`config.mk`:
```
export PLATFORM = sky130hd
export DESIGN_NAME = traffic_phase_ctl
export DESIGN_NICKNAME = d
export VERILOG_FILES = /design/src/rtl/tpc_pkg.sv /design/src/rtl/tpc_queue_counter.sv /design/src/rtl/tpc_ctrl_fn.sv /design/src/rtl/tpc_phase_timer.sv /design/src/rtl/traffic_phase_ctl.sv
export SDC_FILE = /design/constraint.sdc
export NUM_CORES = 1
export LEC_CHECK = 0
export BUFFER_PORTS_ARGS = -buffer_cell sky130_fd_sc_hd__buf_2
export CORE_MARGIN = 4
export CORE_UTILIZATION = 55
export CTS_BUF_LIST = sky130_fd_sc_hd__clkbuf_8
export DETAILED_ROUTE_END_ITERATION = 6
export PLACE_DENSITY = 0.78
export SLEW_MARGIN = 20
export SYNTH_ARGS = -nofsm -noshare
export SYNTH_HDL_FRONTEND = slang
export SYNTH_SLANG_ARGS = --single-unit
```
`constraint.sdc`:
```
create_clock -name clk -period 9.9 [get_ports clk]
set_input_delay 1.485 -clock clk [delete_from_list [all_inputs] [get_ports clk]]
set_output_delay 1.485 -clock clk [all_outputs]
set_load 0.03 [all_outputs]
```
`src/rtl/tpc_pkg.sv`:
```
package tpc_pkg;
   typedef enum logic [1:0] {
      PH_GREEN = 2'd0,
      PH_LEFT  = 2'd1,
      PH_PED   = 2'd2,
      PH_IDLE  = 2'd3
   } phase_e;

   // Number of bits needed to hold the weighted control function.
   function automatic int fn_width(input int cnt_w, input int coef_w);
      return cnt_w + coef_w + 2;
   endfunction
endpackage

```
`src/rtl/tpc_queue_counter.sv`:
```
module tpc_queue_counter #(
   parameter int CNT_W = 6
) (
   input  logic             clk,
   input  logic             rst_n,
   input  logic             inc,
   input  logic             dec,
   output logic [CNT_W-1:0] count
);
   localparam logic [CNT_W-1:0] CNT_TOP = '1;

   logic [CNT_W-1:0] count_q;
   logic [CNT_W-1:0] count_d;

   always_comb begin
      count_d = count_q;
      if (inc && !dec && count_q != CNT_TOP)
         count_d = count_q + CNT_W'(1);
      else if (dec && !inc && count_q != '0)
         count_d = count_q - CNT_W'(1);
   end

   always_ff @(posedge clk) begin
      if (!rst_n) count_q <= '0;
      else        count_q <= count_d;
   end

   assign count = count_q;
endmodule

```
`src/rtl/tpc_ctrl_fn.sv`:
```
module tpc_ctrl_fn #(
   parameter int CNT_W  = 6,
   parameter int COEF_W = 4
) (
   input  logic [COEF_W-1:0] alpha,
   input  logic [COEF_W-1:0] beta,
   input  logic [CNT_W-1:0]  n_own,
   input  logic [CNT_W-1:0]  n_other,
   output logic              not_positive
);
   localparam int F_W = tpc_pkg::fn_width(CNT_W, COEF_W);

   logic [F_W-1:0] prod;
   logic [F_W-1:0] beta_x;
   logic [F_W-1:0] f_val;

   assign prod   = F_W'(alpha) * F_W'(n_own);
   assign beta_x = {{(F_W-COEF_W){beta[COEF_W-1]}}, beta};
   assign f_val  = prod + beta_x - F_W'(n_other);
   assign not_positive = f_val[F_W-1] || (f_val == '0);
endmodule

```
`src/rtl/tpc_phase_timer.sv`:
```
module tpc_phase_timer #(
   parameter int TIME_W      = 6,
   parameter int CNT_W       = 6,
   parameter int STALL_TICKS = 5
) (
   input  logic              clk,
   input  logic              rst_n,
   input  logic              tick,
   input  logic              clear,
   input  logic [CNT_W-1:0]  fav_count,
   output logic [TIME_W-1:0] phase_time,
   output logic              stalled
);
   localparam int STALL_W = $clog2(STALL_TICKS + 1);
   localparam logic [TIME_W-1:0]  T_TOP     = '1;
   localparam logic [STALL_W-1:0] STALL_LIM = STALL_W'(STALL_TICKS);

   logic [TIME_W-1:0]  t_q;
   logic [STALL_W-1:0] quiet_q;
   logic [CNT_W-1:0]   last_cnt_q;
   logic               moved;

   assign moved = (fav_count != last_cnt_q);

   always_ff @(posedge clk) begin
      if (!rst_n) begin
         t_q        <= '0;
         quiet_q    <= '0;
         last_cnt_q <= '0;
      end else begin
         last_cnt_q <= fav_count;
         if (clear)
            t_q <= '0;
         else if (tick && t_q != T_TOP)
            t_q <= t_q + TIME_W'(1);
         if (clear || moved)
            quiet_q <= '0;
         else if (tick && quiet_q != STALL_LIM)
            quiet_q <= quiet_q + STALL_W'(1);
      end
   end

   assign phase_time = t_q;
   assign stalled    = (quiet_q == STALL_LIM);
endmodule

```
`src/rtl/traffic_phase_ctl.sv`:
```
module traffic_phase_ctl #(
   parameter int CNT_W       = 6,
   parameter int TIME_W      = 6,
   parameter int COEF_W      = 4,
   parameter int STALL_TICKS = 5
) (
   input  logic              clk,
   input  logic              rst_n,
   input  logic              enter_a,
   input  logic              leave_a,
   input  logic              enter_b,
   input  logic              leave_b,
   input  logic              tick,
   input  logic [1:0]        phase_kind,
   input  logic              favour_b,
   input  logic [COEF_W-1:0] alpha_a,
   input  logic [COEF_W-1:0] beta_a,
   input  logic [COEF_W-1:0] alpha_b,
   input  logic [COEF_W-1:0] beta_b,
   input  logic [TIME_W-1:0] min_a,
   input  logic [TIME_W-1:0] max_a,
   input  logic [TIME_W-1:0] min_b,
   input  logic [TIME_W-1:0] max_b,
   input  logic [TIME_W-1:0] min_left,
   input  logic [TIME_W-1:0] max_left,
   input  logic [TIME_W-1:0] max_ped,
   output logic              switch_req,
   output logic [CNT_W-1:0]  count_a,
   output logic [CNT_W-1:0]  count_b
);
   import tpc_pkg::*;

   localparam int ARMS = 2;

   if (CNT_W < 2 || CNT_W > 16) begin : g_bad_cnt
      $error("traffic_phase_ctl: CNT_W out of range");
   end
   if (COEF_W < 2 || TIME_W < 3) begin : g_bad_w
      $error("traffic_phase_ctl: COEF_W or TIME_W too small");
   end
   if (STALL_TICKS < 1) begin : g_bad_stall
      $error("traffic_phase_ctl: STALL_TICKS must be positive");
   end

   logic [CNT_W-1:0]  cnt     [ARMS];
   logic              inc_v   [ARMS];
   logic              dec_v   [ARMS];
   logic [COEF_W-1:0] alpha_v [ARMS];
   logic [COEF_W-1:0] beta_v  [ARMS];
   logic              f_le0   [ARMS];

   assign inc_v[0]   = enter_a;
   assign dec_v[0]   = leave_a;
   assign inc_v[1]   = enter_b;
   assign dec_v[1]   = leave_b;
   assign alpha_v[0] = alpha_a;
   assign beta_v[0]  = beta_a;
   assign alpha_v[1] = alpha_b;
   assign beta_v[1]  = beta_b;

   for (genvar g = 0; g < ARMS; g++) begin : g_arm
      tpc_queue_counter #(.CNT_W(CNT_W)) u_cnt (
         .clk   (clk),
         .rst_n (rst_n),
         .inc   (inc_v[g]),
         .dec   (dec_v[g]),
         .count (cnt[g])
      );
      tpc_ctrl_fn #(.CNT_W(CNT_W), .COEF_W(COEF_W)) u_fn (
         .alpha        (alpha_v[g]),
         .beta         (beta_v[g]),
         .n_own        (cnt[g]),
         .n_other      (cnt[ARMS-1-g]),
         .not_positive (f_le0[g])
      );
   end

   logic [CNT_W-1:0]  fav_cnt;
   logic              fav_le0;
   logic [TIME_W-1:0] green_min;
   logic [TIME_W-1:0] green_max;
   logic [TIME_W-1:0] phase_time;
   logic              stalled;
   logic              want;
   logic              fire;
   logic              switch_q;
   phase_e            kind;

   assign kind      = phase_e'(phase_kind);
   assign fav_cnt   = favour_b ? cnt[1]   : cnt[0];
   assign fav_le0   = favour_b ? f_le0[1] : f_le0[0];
   assign green_min = favour_b ? min_b    : min_a;
   assign green_max = favour_b ? max_b    : max_a;

   always_comb begin
      want = 1'b0;
      unique case (kind)
         PH_GREEN: want = (phase_time >= green_max) ||
                          ((phase_time >= green_min) &&
                           (fav_cnt == '0 || fav_le0 || stalled));
         PH_LEFT:  want = (phase_time >= max_left) ||
                          ((phase_time >= min_left) &&
                           (fav_cnt == '0 || stalled));
         PH_PED:   want = (phase_time >= max_ped);
         PH_IDLE:  want = 1'b0;
      endcase
   end

   assign fire = want && !switch_q;

   tpc_phase_timer #(
      .TIME_W      (TIME_W),
      .CNT_W       (CNT_W),
      .STALL_TICKS (STALL_TICKS)
   ) u_timer (
      .clk        (clk),
      .rst_n      (rst_n),
      .tick       (tick),
      .clear      (fire),
      .fav_count  (fav_cnt),
      .phase_time (phase_time),
      .stalled    (stalled)
   );

   always_ff @(posedge clk) begin
      if (!rst_n) switch_q <= 1'b0;
      else        switch_q <= fire;
   end

   assign switch_req = switch_q;
   assign count_a    = cnt[0];
   assign count_b    = cnt[1];
endmodule

```
# After elaboration in Yosys (flattened, before gate mapping)
# Index checks and enable logic that the tools add are counted.
# totals
reg_bits	28
inputBits	68
out_inout_bits	13
# op_classes
addsub	10
mul	2
magnitude_cmp	5
eq_ne	9
mux	9
bitwise_logic	1
n_reduce_logical	36
# op_table
operator	n
6-bit two-way mux	7
6-bit >= comparator	5
11-bit by 4-bit adder with 12-bit output	2
12-bit logical NOT	2
12-bit by 6-bit subtractor with 12-bit output	2
4-bit by 6-bit multiplier with 10-bit output	2
6-bit by 1-bit adder with 6-bit output (second input constant)	3
6-bit inequality test (second input constant)	3
1-bit logical AND	13
6-bit nonzero test	2
6-bit by 1-bit subtractor with 6-bit output (second input constant)	2
1-bit logical OR	8
6-bit logical NOT	1
6-bit inequality test	1
1-bit logical NOT	5
2-bit == test (second input constant)	2
1-bit case mux with 4 select lines	1
2-bit nonzero test	2
2-bit OR reduction	2
3-bit by 1-bit adder with 3-bit output (second input constant)	1
3-bit == test (second input constant)	1
3-bit inequality test (second input constant)	1
2-bit by 1-bit == test with 1-bit output (second input constant)	1
2-bit logical NOT	1
other kinds (2)	2

# Logic depth before layout (Yosys ltp)
# Gate-level depths: netlist of run 1.
# depth
ltp_word	14
mapped_depth	25
depth_no_buf	23

# Modules after synthesis
# From an unflattened synthesis of run 1, not the netlist that was laid out.
# hier_totals
cells_unflattened	651
area_unflattened_um2	5481.5
# by_module_without_submodules
mod	instances	cells_each	area_per_inst_um2	seq_area_each_um2
tpc_ctrl_fn (g_arm[0].u_fn)	1	181	1442.6	0.0
tpc_ctrl_fn (g_arm[1].u_fn)	1	175	1431.4	0.0
traffic_phase_ctl	1	117	977.2	20.0
tpc_queue_counter	2	57	478.0	120.1
tpc_phase_timer	1	64	674.4	300.3

# Worst setup path before layout of run 1
# Ideal clock, no wire load.
# synth_timing
path_kind	input port to flip-flop
from	in alpha_b[3]
to	reg switch_q (netlist: switch_req)
setup_ps	116
t_arrival_ps	5950
t_required_ps	9784
setup_slack_ps	3834
path_stages	23
n_path_buf	1
path_cell_list	nand2_1 > fa_1 > inv_1 > fa_1 > inv_1 > fa_1 > inv_1 > a21oi_1 > o21bai_1 > a21o_1 > a21oi_1 > xor2_1 > ha_1 > inv_1 > ha_1 > and3_1 > a31oi_1 > or4_1 > o211ai_2 > a21oi_2 > o211a_1 > buf_6 > and2_2
# synth_between
elab_chain_cells	12
# synth_rtl
element	line_no	rtl
from (decl)	traffic_phase_ctl.sv:18	input logic [COEF_W-1:0] alpha_b,
4-bit by 6-bit multiplier with 10-bit output (*)	tpc_ctrl_fn.sv:17	assign prod = F_W'(alpha) * F_W'(n_own);
11-bit by 4-bit adder with 12-bit output (*)	tpc_ctrl_fn.sv:19	assign f_val = prod + beta_x - F_W'(n_other);
12-bit by 6-bit subtractor with 12-bit output (*)	tpc_ctrl_fn.sv:19	
12-bit logical NOT	tpc_ctrl_fn.sv:20	assign not_positive = f_val[F_W-1] || (f_val == '0);
1-bit logical OR (*)	tpc_ctrl_fn.sv:20	
1-bit two-way mux (*)	traffic_phase_ctl.sv:91	assign fav_le0 = favour_b ? f_le0[1] : f_le0[0];
1-bit logical OR (*) (2 in series)	traffic_phase_ctl.sv:100	(fav_cnt == '0 || fav_le0 || stalled));
1-bit logical AND (*)	traffic_phase_ctl.sv:99	((phase_time >= green_min) &&
1-bit logical OR (*)	traffic_phase_ctl.sv:98	PH_GREEN: want = (phase_time >= green_max) ||
1-bit case mux with 4 select lines (*)	traffic_phase_ctl.sv:97	unique case (kind)
1-bit logical AND (*)	traffic_phase_ctl.sv:109	assign fire = want && !switch_q;
to (signal assigned)	traffic_phase_ctl.sv:127	else switch_q <= fire;
to (decl)	traffic_phase_ctl.sv:86	logic switch_q;
# Mark *: on every way between the ends. The rest lies on a longest branch, timed or not.
# A chain may end at the register's enable or synchronous reset.

# Final worst setup path of run 1
# Same ends and word-level chain as after synthesis.

==> results of run 1 <==
per-stage QoR:
stage,worst slack [ps],cells
6_report,3632,847
5_1_grt,3301,847
4_1_cts,3649,847
3_5_place_dp,3354,844
3_3_place_gp,3497,844
2_1_floorplan,3834,650
cells by family (layout without fill, tap and decap cells):
family / Yosys count / in the layout
AOI/OAI and AO/OA: 136 / 136
xor gates and xnor gates: 37 / 37
adders and majority gates: 131 / 131
buffers and inverters: 108 / 176
DFF: 28 / 28
muxes: 25 / 25
and+or+nand+nor: 185 / 185
synthesized netlist by cell type (4+ instances only):
master	count
ha_1	99
inv_1	92
nand2_1	50
and2_1	44
a21oi_1	39
fa_1	32
dfxtp_1	28
o21ai_0	26
nor2_1	25
mux2i_1	23
xnor2_1	22
nor2b_1	15
xor2_1	15
a21o_1	13
clkbuf_1	11
nand2b_1	9
nand4_1	8
nor3_1	8
o211ai_1	8
o21bai_1	8
nand3_1	6
o21a_1	6
a211oi_1	5
a31oi_1	5
nor4_1	4
o211a_1	4
power by group through the flow:
stage,Sequential (uW),Combinational (uW),Clock (uW)
4_1_cts,184,1090,61.8
5_1_grt,189,1230,65.9
3_5_place_dp,186,1080,0
6_report,183,1090,59.7
2_1_floorplan,183,844,0
3_3_place_gp,186,1050,0
worst max-delay path by stage:
stage | startpoint | endpoint | slack [ps]
floorplan | alpha_b[3] | switch_req$_SDFF_PN0_ | 3830
global placement | alpha_a[3] | switch_req$_SDFF_PN0_ | 3500
detailed placement | alpha_b[3] | switch_req$_SDFF_PN0_ | 3350
CTS | alpha_b[3] | switch_req$_SDFF_PN0_ | 3650
global route | alpha_a[3] | switch_req$_SDFF_PN0_ | 3300
finish | alpha_b[3] | switch_req$_SDFF_PN0_ | 3630
routing by layer:
layer,GRT usage [%],wire length [microns],up-vias
met1,28.02,5536,2136
met2,39.50,5984,103
li1,-,-,2366
met5,0,0,-
met4,3.978,102,0
met3,3.218,573,10
cell type report:
| type | instances | area, sq um | area share (%) |
|---|---|---|---|
| well taps | 129 | 161.4 | 2.762 |
| flip-flops and latches | 28 | 560.5 | 9.593 |
| inverters | 93 | 349.1 | 5.974 |
| multi-input cells | 514 | 4330 | 74.11 |
| clock buffers | 3 | 41.29 | 0.7066 |
| repair buffers | 80 | 400.4 | 6.852 |
state kept, by name, indices dropped and copies added, names as in the netlist:
signal	flops
g_arm.u_cnt.count	12
switch_req	1
u_timer.last_cnt_q	6
u_timer.phase_time	6
u_timer.quiet_q	3
worst max-delay path: stages:
cell,delay (ps)
buf_2,120
nand2_1,80
fa_1,560
inv_1,60
fa_1,580
inv_1,70
fa_1,450
inv_1,70
a21oi_1,60
o21bai_1,210
a21o_1,150
a21oi_1,70
xor2_1,150
ha_1,280
inv_1,40
ha_1,390
nand2_1,70
o21ai_0,210
a31oi_1,80
or4_1,500
o211ai_2,90
a21oi_2,70
o211a_1,340
and2_2,240
==> impl_metrics.py, run 1 <==
metrics = {
    "routing": {
        "wl_per_cell_microns": 14.40,
        "drc": 0,
        "first_iter_violations": 227,
        "via_per_inst": 5.449,
        "antenna_left": 0,
        "routed_wl_microns": 12200,
        "dr.pass1.iters": 4,
        "vias": 4615,
    },
    "layout": {
        "layout_commonest_cell": "ha_1",
        "final_nets": 919,
        "antenna_cells": 0,
        "drive_above_1_share_pct": 13.09,
        "utilization_pct": 62.64,
        "final_area_sq_um": 5843,
        "area_growth_pct": 10.14,
        "nFillCells": 811,
        "final_cell_mix": "ha_1, inv_1, buf_2",
    },
    "clocking": {
        "clock_latency_ps": 270,
        "cts_resized": 0,
        "cts.htree.levels": 1,
        "ctsRootBufferMaster": "clkbuf_8",
        "cts_made_buffers": 3,
        "post_cts_buffers": 0,
        "cts_tree": "built",
        "hold_buffers": 0,
        "cts_sinks": 28,
        "path_clk_slew_ps": 80,
        "cts_buffer_depth": 2,
    },
    "synth": {
        "synth_fp_nets": 849,
        "synth_compound_area_share_pct": 16.82,
        "synth-simple-area-share_pct": 18.51,
        "synth_top_family_by_area": "adder cells",
        "yosys_warnings": 0,
        "yosys.area.top_type": "ha_1",
        "postSynthCellCount": 650,
        "ys_seq_area_share_pct": 10.57,
        "synth_xor_xnor_area_share_pct": 6.108,
        "synth_cell_type_count": 58,
        "synth_top_area_share_pct": 23.35,
        "avgSynthCellArea_sq_um": 8.162,
        "synth_ff_type": "dfxtp_1",
        "yosys-mux-area-fraction_pct": 4.764,
        "synth_edf_count": 0,
        "ys_seq_elements": 28,
        "syn_area_sq_um": 5305,
        "async_reset_ff_share_pct": 0,
        "synth_fa_ha_area_share_pct": 35.42,
        "yosys-top-cells-area": "ha_1, fa_1, dfxtp_1",
    },
    "min_path": {
        "hp-start": "u_timer.quiet_q[0]$_SDFFE_PP0P_",
        "hold_class": "flip-flop to flip-flop",
        "holdPathEnd": "u_timer.quiet_q[0]$_SDFFE_PP0P_",
        "hold_depth": 3,
    },
    "pwr": {
        "pwr-share-seq_pct": 13.7,
        "power_density_nw_per_um2": 228.7,
        "switching_power_uw": 712.2,
        "leakage_uw": 0.003075,
        "clock_power_share_pct": 4.5,
        "irDropWorstVdd_mv": 0.1094,
        "pwr-share-comb_pct": 81.8,
        "total_power_uw": 1336,
        "p_int_uw": 623.9,
        "swShare_pct": 53.30,
    },
    "worst_setup_path": {
        "rr_endpoint": "switch_req$_SDFF_PN0_",
        "crit_arrival_ps": 6440,
        "crit_required_ps": 10070,
        "reg2regPathDepth": 23,
        "crit_type": "primary input to flip-flop",
        "cp_max_fo": 10,
        "end_kind": "flip-flop",
        "r2r_start": "g_arm[1].u_cnt.count[0]$_SDFFE_PN0P_",
        "r2r_slack_ps": 4230,
        "startpoint_type": "primary input",
    },
    "floorplan": {
        "ioPinCount": 81,
        "fp.dieH_microns": 106.2,
        "core_area_sq_um": 9328,
        "num_rows": 35,
        "initial_core_util_pct": 56.87,
        "die_w_microns": 106.2,
        "dieArea_sq_um": 11280,
    },
    "grt": {
        "gr-usage-all-layers_pct": 21.95,
        "first_global_vias": 4664,
        "antenna_found_initial": 0,
        "grt_max_degree": 29,
        "grt_pass1_wl_microns": 20810,
        "globalRouteOverflowTotal": 0,
    },
    "sta": {
        "holdWs_ps": 604.2,
        "rsz0062_at_grt": "false",
        "finalSetupViolCount": 0,
        "max_freq_ghz": 0.1595,
        "slew_headroom_pct": 43.59,
        "hold_viol": 0,
        "drv_slew": 0,
        "fin_setup_tns_ps": 0,
        "period_minus_slack_ps": 6268,
        "worst_pin_slew_ps": 837.3,
        "clock_skew_ps": 3.730,
        "timing.final.crit_share_pct": 63.32,
    },
    "placed_design": {
        "hpwl_microns": 10230,
        "gp_congestion": 0.8621,
        "placement.io_buffers": 80,
        "placed_area_sq_um": 5802,
    },
    "flow_run": {
        "cap_viol_max_count": 0,
    },
    "outcome": {
        "status": "complete, no violations",
    },
}
Power figures use the tool's default switching activity.
==> inputs of run 2 (changes only) <==
==> constraint.sdc (replaced) <==
create_clock -name clk -period 5.8 [get_ports clk]
set_input_delay 0.87 -clock clk [delete_from_list [all_inputs] [get_ports clk]]
set_output_delay 0.87 -clock clk [all_outputs]
set_load 0.03 [all_outputs]
==> impl_metrics.py, run 2 (synthesis gave the netlist of run 1 again) <==
metrics = {
    "layout": {
        "drive_above_1_share_pct": 14.91,
        "final_cell_mix": "ha_1, inv_1, buf_2",
        "layout_commonest_cell": "ha_1",
        "largest_reg_flops": 12,
        "area_growth_pct": 12.50,
        "final_nets": 931,
        "antenna_cells": 0,
        "instances_no_fill": 860,
        "utilization_pct": 63.98,
    },
    "routing": {
        "dr.pass1.iters": 5,
        "m1WireLength_microns": 5646,
        "first_iter_violations": 190,
        "highest_layer": "met4",
        "drc": 0,
        "vias": 4726,
        "routed-wl-met3_microns": 656,
        "dr_wl_met2_microns": 6093,
        "antenna_left": 0,
        "wl_per_cell_microns": 14.57,
        "via_per_inst": 5.495,
        "routed_wl_microns": 12530,
    },
    "min_path": {
        "hold_class": "flip-flop to flip-flop",
    },
    "clocking": {
        "hold_buffers": 0,
        "cts_tree": "built",
        "cts_made_buffers": 3,
        "ctsRootBufferMaster": "clkbuf_8",
        "clock_latency_ps": 280,
        "post_cts_buffers": 0,
        "path_clk_slew_ps": 90,
        "cts.htree.levels": 1,
        "cts_resized": 0,
        "cts_buffer_depth": 2,
        "cts_sinks": 28,
    },
    "outcome": {
        "status": "complete, no violations",
    },
    "pwr": {
        "power_density_nw_per_um2": 399.4,
        "clock_power_share_pct": 6.5,
        "swShare_pct": 51.86,
        "leakage_uw": 0.003142,
        "switching_power_uw": 1236,
        "pwr-share-comb_pct": 82.5,
        "total_power_uw": 2384,
        "pwr-share-seq_pct": 11.0,
        "irDropWorstVdd_mv": 0.2148,
        "p_int_uw": 1148,
    },
    "grt": {
        "grt_pass1_wl_microns": 21360,
        "globalRouteOverflowTotal": 0,
        "gr-usage-all-layers_pct": 22.38,
        "first_global_vias": 4732,
        "grt_max_degree": 29,
        "antenna_found_initial": 0,
    },
    "worst_setup_path": {
        "crit_top_cell": "fa_1",
        "cp.depth": 19,
        "rr_endpoint": "switch_req$_SDFF_PN0_",
        "r2r_slack_ps": 520,
        "cp_cell_sequence": "buf_2 > nand2_1 > fa_1 > inv_1 > fa_1 > inv_1 > fa_1 > xor2_1 > fa_1 > inv_1 > ha_1 > or2_2 > a311oi_1 > o21ai_0 > a221oi_1 > nand4_1 > nand4_1 > o211a_2 > and2_2",
        "cp-startpoint": "alpha_a[3]",
        "r2r_start": "g_arm[1].u_cnt.count[1]$_SDFFE_PN0P_",
        "cp_max_fo": 10,
        "crit_arrival_ps": 5730,
        "startpoint_type": "primary input",
        "cp_slowest_cell": "fa_1",
        "crit_type": "primary input to flip-flop",
        "crit_family": "adder cells",
        "critical_path_buf_inv_count": 4,
        "end_kind": "flip-flop",
        "reg2regPathDepth": 22,
        "cp-endpoint": "switch_req$_SDFF_PN0_",
        "crit_required_ps": 6020,
        "critPathMaxStageDelay_ps": 570,
    },
    "floorplan": {
        "core_area_sq_um": 9328,
        "dieArea_sq_um": 11280,
        "die_w_microns": 106.2,
        "fp.dieH_microns": 106.2,
        "initial_core_util_pct": 56.87,
        "ioPinCount": 81,
        "num_rows": 35,
    },
    "placed_design": {
        "placement.io_buffers": 80,
        "gp_congestion": 0.8755,
        "dp.cells": 856,
        "hpwl_microns": 10530,
    },
    "sta": {
        "clock_skew_ps": 10.62,
        "timing.final.crit_share_pct": 94.86,
        "worst_pin_slew_ps": 813.9,
        "rsz0062_at_grt": "false",
        "slew_headroom_pct": 45.17,
        "holdWs_ps": 591.3,
        "finalSetupViolCount": 0,
        "drv_slew": 0,
        "hold_viol": 0,
        "period_minus_slack_ps": 5502,
        "max_freq_ghz": 0.1818,
    },
    "flow_run": {
        "cap_viol_max_count": 0,
    },
}
## run 2: worst min path at each step
stage | from | to | slack, ps | depth (start not counted)
5_1_grt | u_timer.quiet_q[2]$_SDFFE_PP0P_ | u_timer.quiet_q[2]$_SDFFE_PP0P_ | 620 | 3
6_report | u_timer.quiet_q[2]$_SDFFE_PP0P_ | u_timer.quiet_q[2]$_SDFFE_PP0P_ | 590 | 3
4_1_cts | u_timer.quiet_q[2]$_SDFFE_PP0P_ | u_timer.quiet_q[2]$_SDFFE_PP0P_ | 590 | 3
3_3_place_gp | u_timer.quiet_q[2]$_SDFFE_PP0P_ | u_timer.quiet_q[2]$_SDFFE_PP0P_ | 570 | 3
2_1_floorplan | u_timer.quiet_q[2]$_SDFFE_PP0P_ | u_timer.quiet_q[2]$_SDFFE_PP0P_ | 540 | 3
3_5_place_dp | u_timer.quiet_q[2]$_SDFFE_PP0P_ | u_timer.quiet_q[2]$_SDFFE_PP0P_ | 560 | 3
## run 2: cell type report
cell class,instances,area [sq um]
clock buffers,3,41.29
inverters,93,349.1
flip-flops and latches,28,560.5
well taps,129,161.4
fillers,825,3359
multi-input cells,514,4335
clock inverters,1,30.03
repair buffers,92,490.5
## run 2: per-layer routing
metal | global-route usage (%) | vias up
met2 | 40.36 | 132
li1 | - | 2388
met3 | 3.097 | 13
met5 | 0 | -
met1 | 28.93 | 2193
met4 | 3.238 | 0
## run 2: stage by stage
stage	instance area [sq um]	setup TNS, ps	setup slack [ps]
4_1_cts	5963	0	249.3
6_report	5968	0	298.3
2_1_floorplan	5305	0	332.3
5_1_grt	5968	0	13.63
3_5_place_dp	5892	-74.03	-25.47
3_3_place_gp	5892	0	14.99
## run 2: power by group through the flow
stage,registers (uW),clock network (uW),logic [uW]
2_1_floorplan,312,0,1440
3_3_place_gp,264,0,1890
3_5_place_dp,266,0,1930
4_1_cts,261,156,1950
5_1_grt,266,164,2210
6_report,262,155,1970
## run 2: tightest hold or removal path: cells and delay by family, from the launching register on
family / cells / cell delay [ps]
xor gates and xnor gates: 1 / 90
DFF: 1 / 370
and+or+nand+nor: 2 / 100
==> inputs of run 3 (changes only) <==
--- a/config.mk
+++ b/config.mk
@@ -6,11 +6,12 @@
 export NUM_CORES = 1
 export LEC_CHECK = 0
 export BUFFER_PORTS_ARGS = -buffer_cell sky130_fd_sc_hd__buf_2
+export CORE_ASPECT_RATIO = 0.75
 export CORE_MARGIN = 4
 export CORE_UTILIZATION = 55
 export CTS_BUF_LIST = sky130_fd_sc_hd__clkbuf_8
 export DETAILED_ROUTE_END_ITERATION = 6
-export PLACE_DENSITY = 0.78
+export PLACE_DENSITY = 0.81
 export SLEW_MARGIN = 20
 export SYNTH_ARGS = -nofsm -noshare
 export SYNTH_HDL_FRONTEND = slang
==> constraint.sdc (replaced) <==
create_clock -name clk -period 4.44 [get_ports clk]
set_input_delay 0.666 -clock clk [delete_from_list [all_inputs] [get_ports clk]]
set_output_delay 0.666 -clock clk [all_outputs]
set_load 0.03 [all_outputs]
==> impl_metrics.py, run 3 (synthesis gave the netlist of run 1 again) <==
metrics = {
    "worst_setup_path": {
        "startpoint_type": "primary input",
        "cp_cell_sequence": "buf_8 > nand2_4 > fa_1 > inv_1 > fa_1 > inv_1 > fa_2 > inv_2 > a21oi_2 > o21bai_1 > a21o_1 > a21oi_2 > xor2_1 > ha_2 > fa_1 > nand2_1 > o21ai_2 > a211o_1 > nor4_2 > nand4_1 > nand4_1 > o211a_1 > buf_4 > and2_4",
        "crit_required_ps": 4680,
        "r2r_slack_ps": -400,
        "cp_slowest_cell": "fa_1",
        "end_kind": "flip-flop",
        "reg2regPathDepth": 23,
        "cp_max_fo": 4,
        "crit_type": "primary input to flip-flop",
        "crit_arrival_ps": 5160,
        "crit_top_cell": "fa_1",
        "critPathMaxStageDelay_ps": 530,
    },
    "clocking": {
        "cts_made_buffers": 3,
        "cts_tree": "built",
        "path_clk_slew_ps": 100,
        "cts_buffer_depth": 2,
        "clock_latency_ps": 280,
        "ctsRootBufferMaster": "clkbuf_8",
        "cts_sinks": 28,
        "cts.htree.levels": 1,
    },
    "sta": {
        "hold_viol": 0,
        "drv_slew": 0,
        "max_freq_ghz": 0.2032,
        "finalWorstSetupSlack_ps": -482.4,
        "holdWs_ps": 627.8,
        "slew_headroom_pct": 33.89,
        "period_minus_slack_ps": 4922,
        "timing.final.crit_share_pct": 110.9,
        "clock_skew_ps": 4.465,
        "rsz0062_at_grt": "true",
        "finalSetupViolCount": 10,
        "worst_pin_slew_ps": 981.3,
    },
    "grt": {
        "first_global_vias": 5312,
        "antenna_found_initial": 0,
        "grt_max_degree": 29,
        "gr-usage-all-layers_pct": 26.19,
        "grt_pass1_wl_microns": 24290,
        "globalRouteOverflowTotal": 0,
    },
    "floorplan": {
        "ioPinCount": 81,
        "num_rows": 30,
        "dieArea_sq_um": 11300,
        "initial_core_util_pct": 57.45,
        "die_w_microns": 121.4,
        "core_area_sq_um": 9234,
        "fp.dieH_microns": 93.06,
    },
    "routing": {
        "drc": 0,
        "routed_wl_microns": 15100,
        "wl_per_cell_microns": 16.43,
        "via_per_inst": 5.664,
        "dr.pass1.iters": 5,
        "antenna_left": 0,
        "first_iter_violations": 335,
        "vias": 5205,
    },
    "min_path": {
        "hold_class": "flip-flop to flip-flop",
        "hold_depth": 3,
    },
    "placed_design": {
        "placement.io_buffers": 80,
        "hpwl_microns": 12270,
        "gp_congestion": 0.9334,
    },
    "layout": {
        "largest_reg_flops": 12,
        "multi_input_area_sq_um": 4606,
        "final_cell_mix": "ha_1, inv_1, buf_2",
        "area_growth_pct": 27.17,
        "layout_commonest_cell": "ha_1",
        "utilization_pct": 73.06,
        "seq_area_sq_um": 573.1,
        "drive_above_1_share_pct": 29.08,
        "antenna_cells": 0,
        "final_nets": 991,
        "nFillCells": 694,
    },
    "flow_run": {
        "cap_viol_max_count": 0,
    },
    "pwr": {
        "power_density_nw_per_um2": 590.3,
        "leakage_uw": 0.003487,
        "irDropWorstVdd_mv": 0.4486,
    },
    "outcome": {
        "violations": "setup timing",
        "status": "complete, but fails checks",
    },
}
[run 3: changes by cell type in the layout (fill, tap and decap cells not counted), sizes merged]
cell  delta
buf     +60
[run 3: area by class of cell]
class | instances | share of cell area (%)
multi-input combinational | 514 | 68.27
inverter | 93 | 5.174
sequential | 28 | 8.494
tap | 128 | 2.374
timing repair buffer | 152 | 14.63
clock buffer | 3 | 0.6120
clock inverter | 1 | 0.4451
[run 3: worst max-delay path: cells and delay by family]
kind                     cells  cell delay (ps)
adder cells (fa/ha/maj)      5             2110
AO/OA/AOI/OAI                7             1030
AND/OR/NAND/NOR              6              780
buffers and inverters        5              400
XOR/XNOR                     1              170
[run 3: final timing paths]
kind,startpoint,endpoint
setup / recovery,alpha_a[3],switch_req$_SDFF_PN0_
hold / removal,u_timer.quiet_q[0]$_SDFFE_PP0P_,u_timer.quiet_q[0]$_SDFFE_PP0P_
setup reg to reg,g_arm[0].u_cnt.count[1]$_SDFFE_PN0P_,switch_req$_SDFF_PN0_
hold reg to reg,u_timer.quiet_q[0]$_SDFFE_PP0P_,u_timer.quiet_q[0]$_SDFFE_PP0P_
[run 3: per-stage QoR]
step                power [uW]  cells  setup WS, ps  TNS (ps)  cell area, sq um
global placement          3337    912         -1013     -9877              6459
floorplan                 2431    650        -372.4     -3093              5469
finish                    3983    919        -482.4     -4668              6746
CTS                       3852    919        -453.8     -4230              6713
detailed placement        3450    912         -1075    -10460              6459
global route              4283    919        -649.1     -6336              6746
[run 3: where the power goes]
| part | total [uW] | internal, uW | switching [uW] |
|---|---|---|---|
| combinational | 3430 | 1570 | 1860 |
| clock | 206 | 121 | 85.2 |
| sequential | 343 | 297 | 45.9 |
[run 3: timing repair]
| item | in CTS | in global routing |
|---|---|---|
| endpoints found under the setup margin | 10 | 10 |
| gates cloned | 0 | 0 |
| hold buffers | 0 | 0 |
| gates resized for setup | 44 | 8 |
| setup buffers | 3 | 0 |
| pin swaps | 30 | 11 |
[run 3: layer usage]
metal / GRT usage, % / vias to the layer above / part of all wire, %
met5: 0 / - / 0
li1: - / 2508 / -
met4: 6.063 / 0 / 1.4
met2: 44.74 / 198 / 47
met3: 4.232 / 21 / 7.0
met1: 34.83 / 2478 / 45
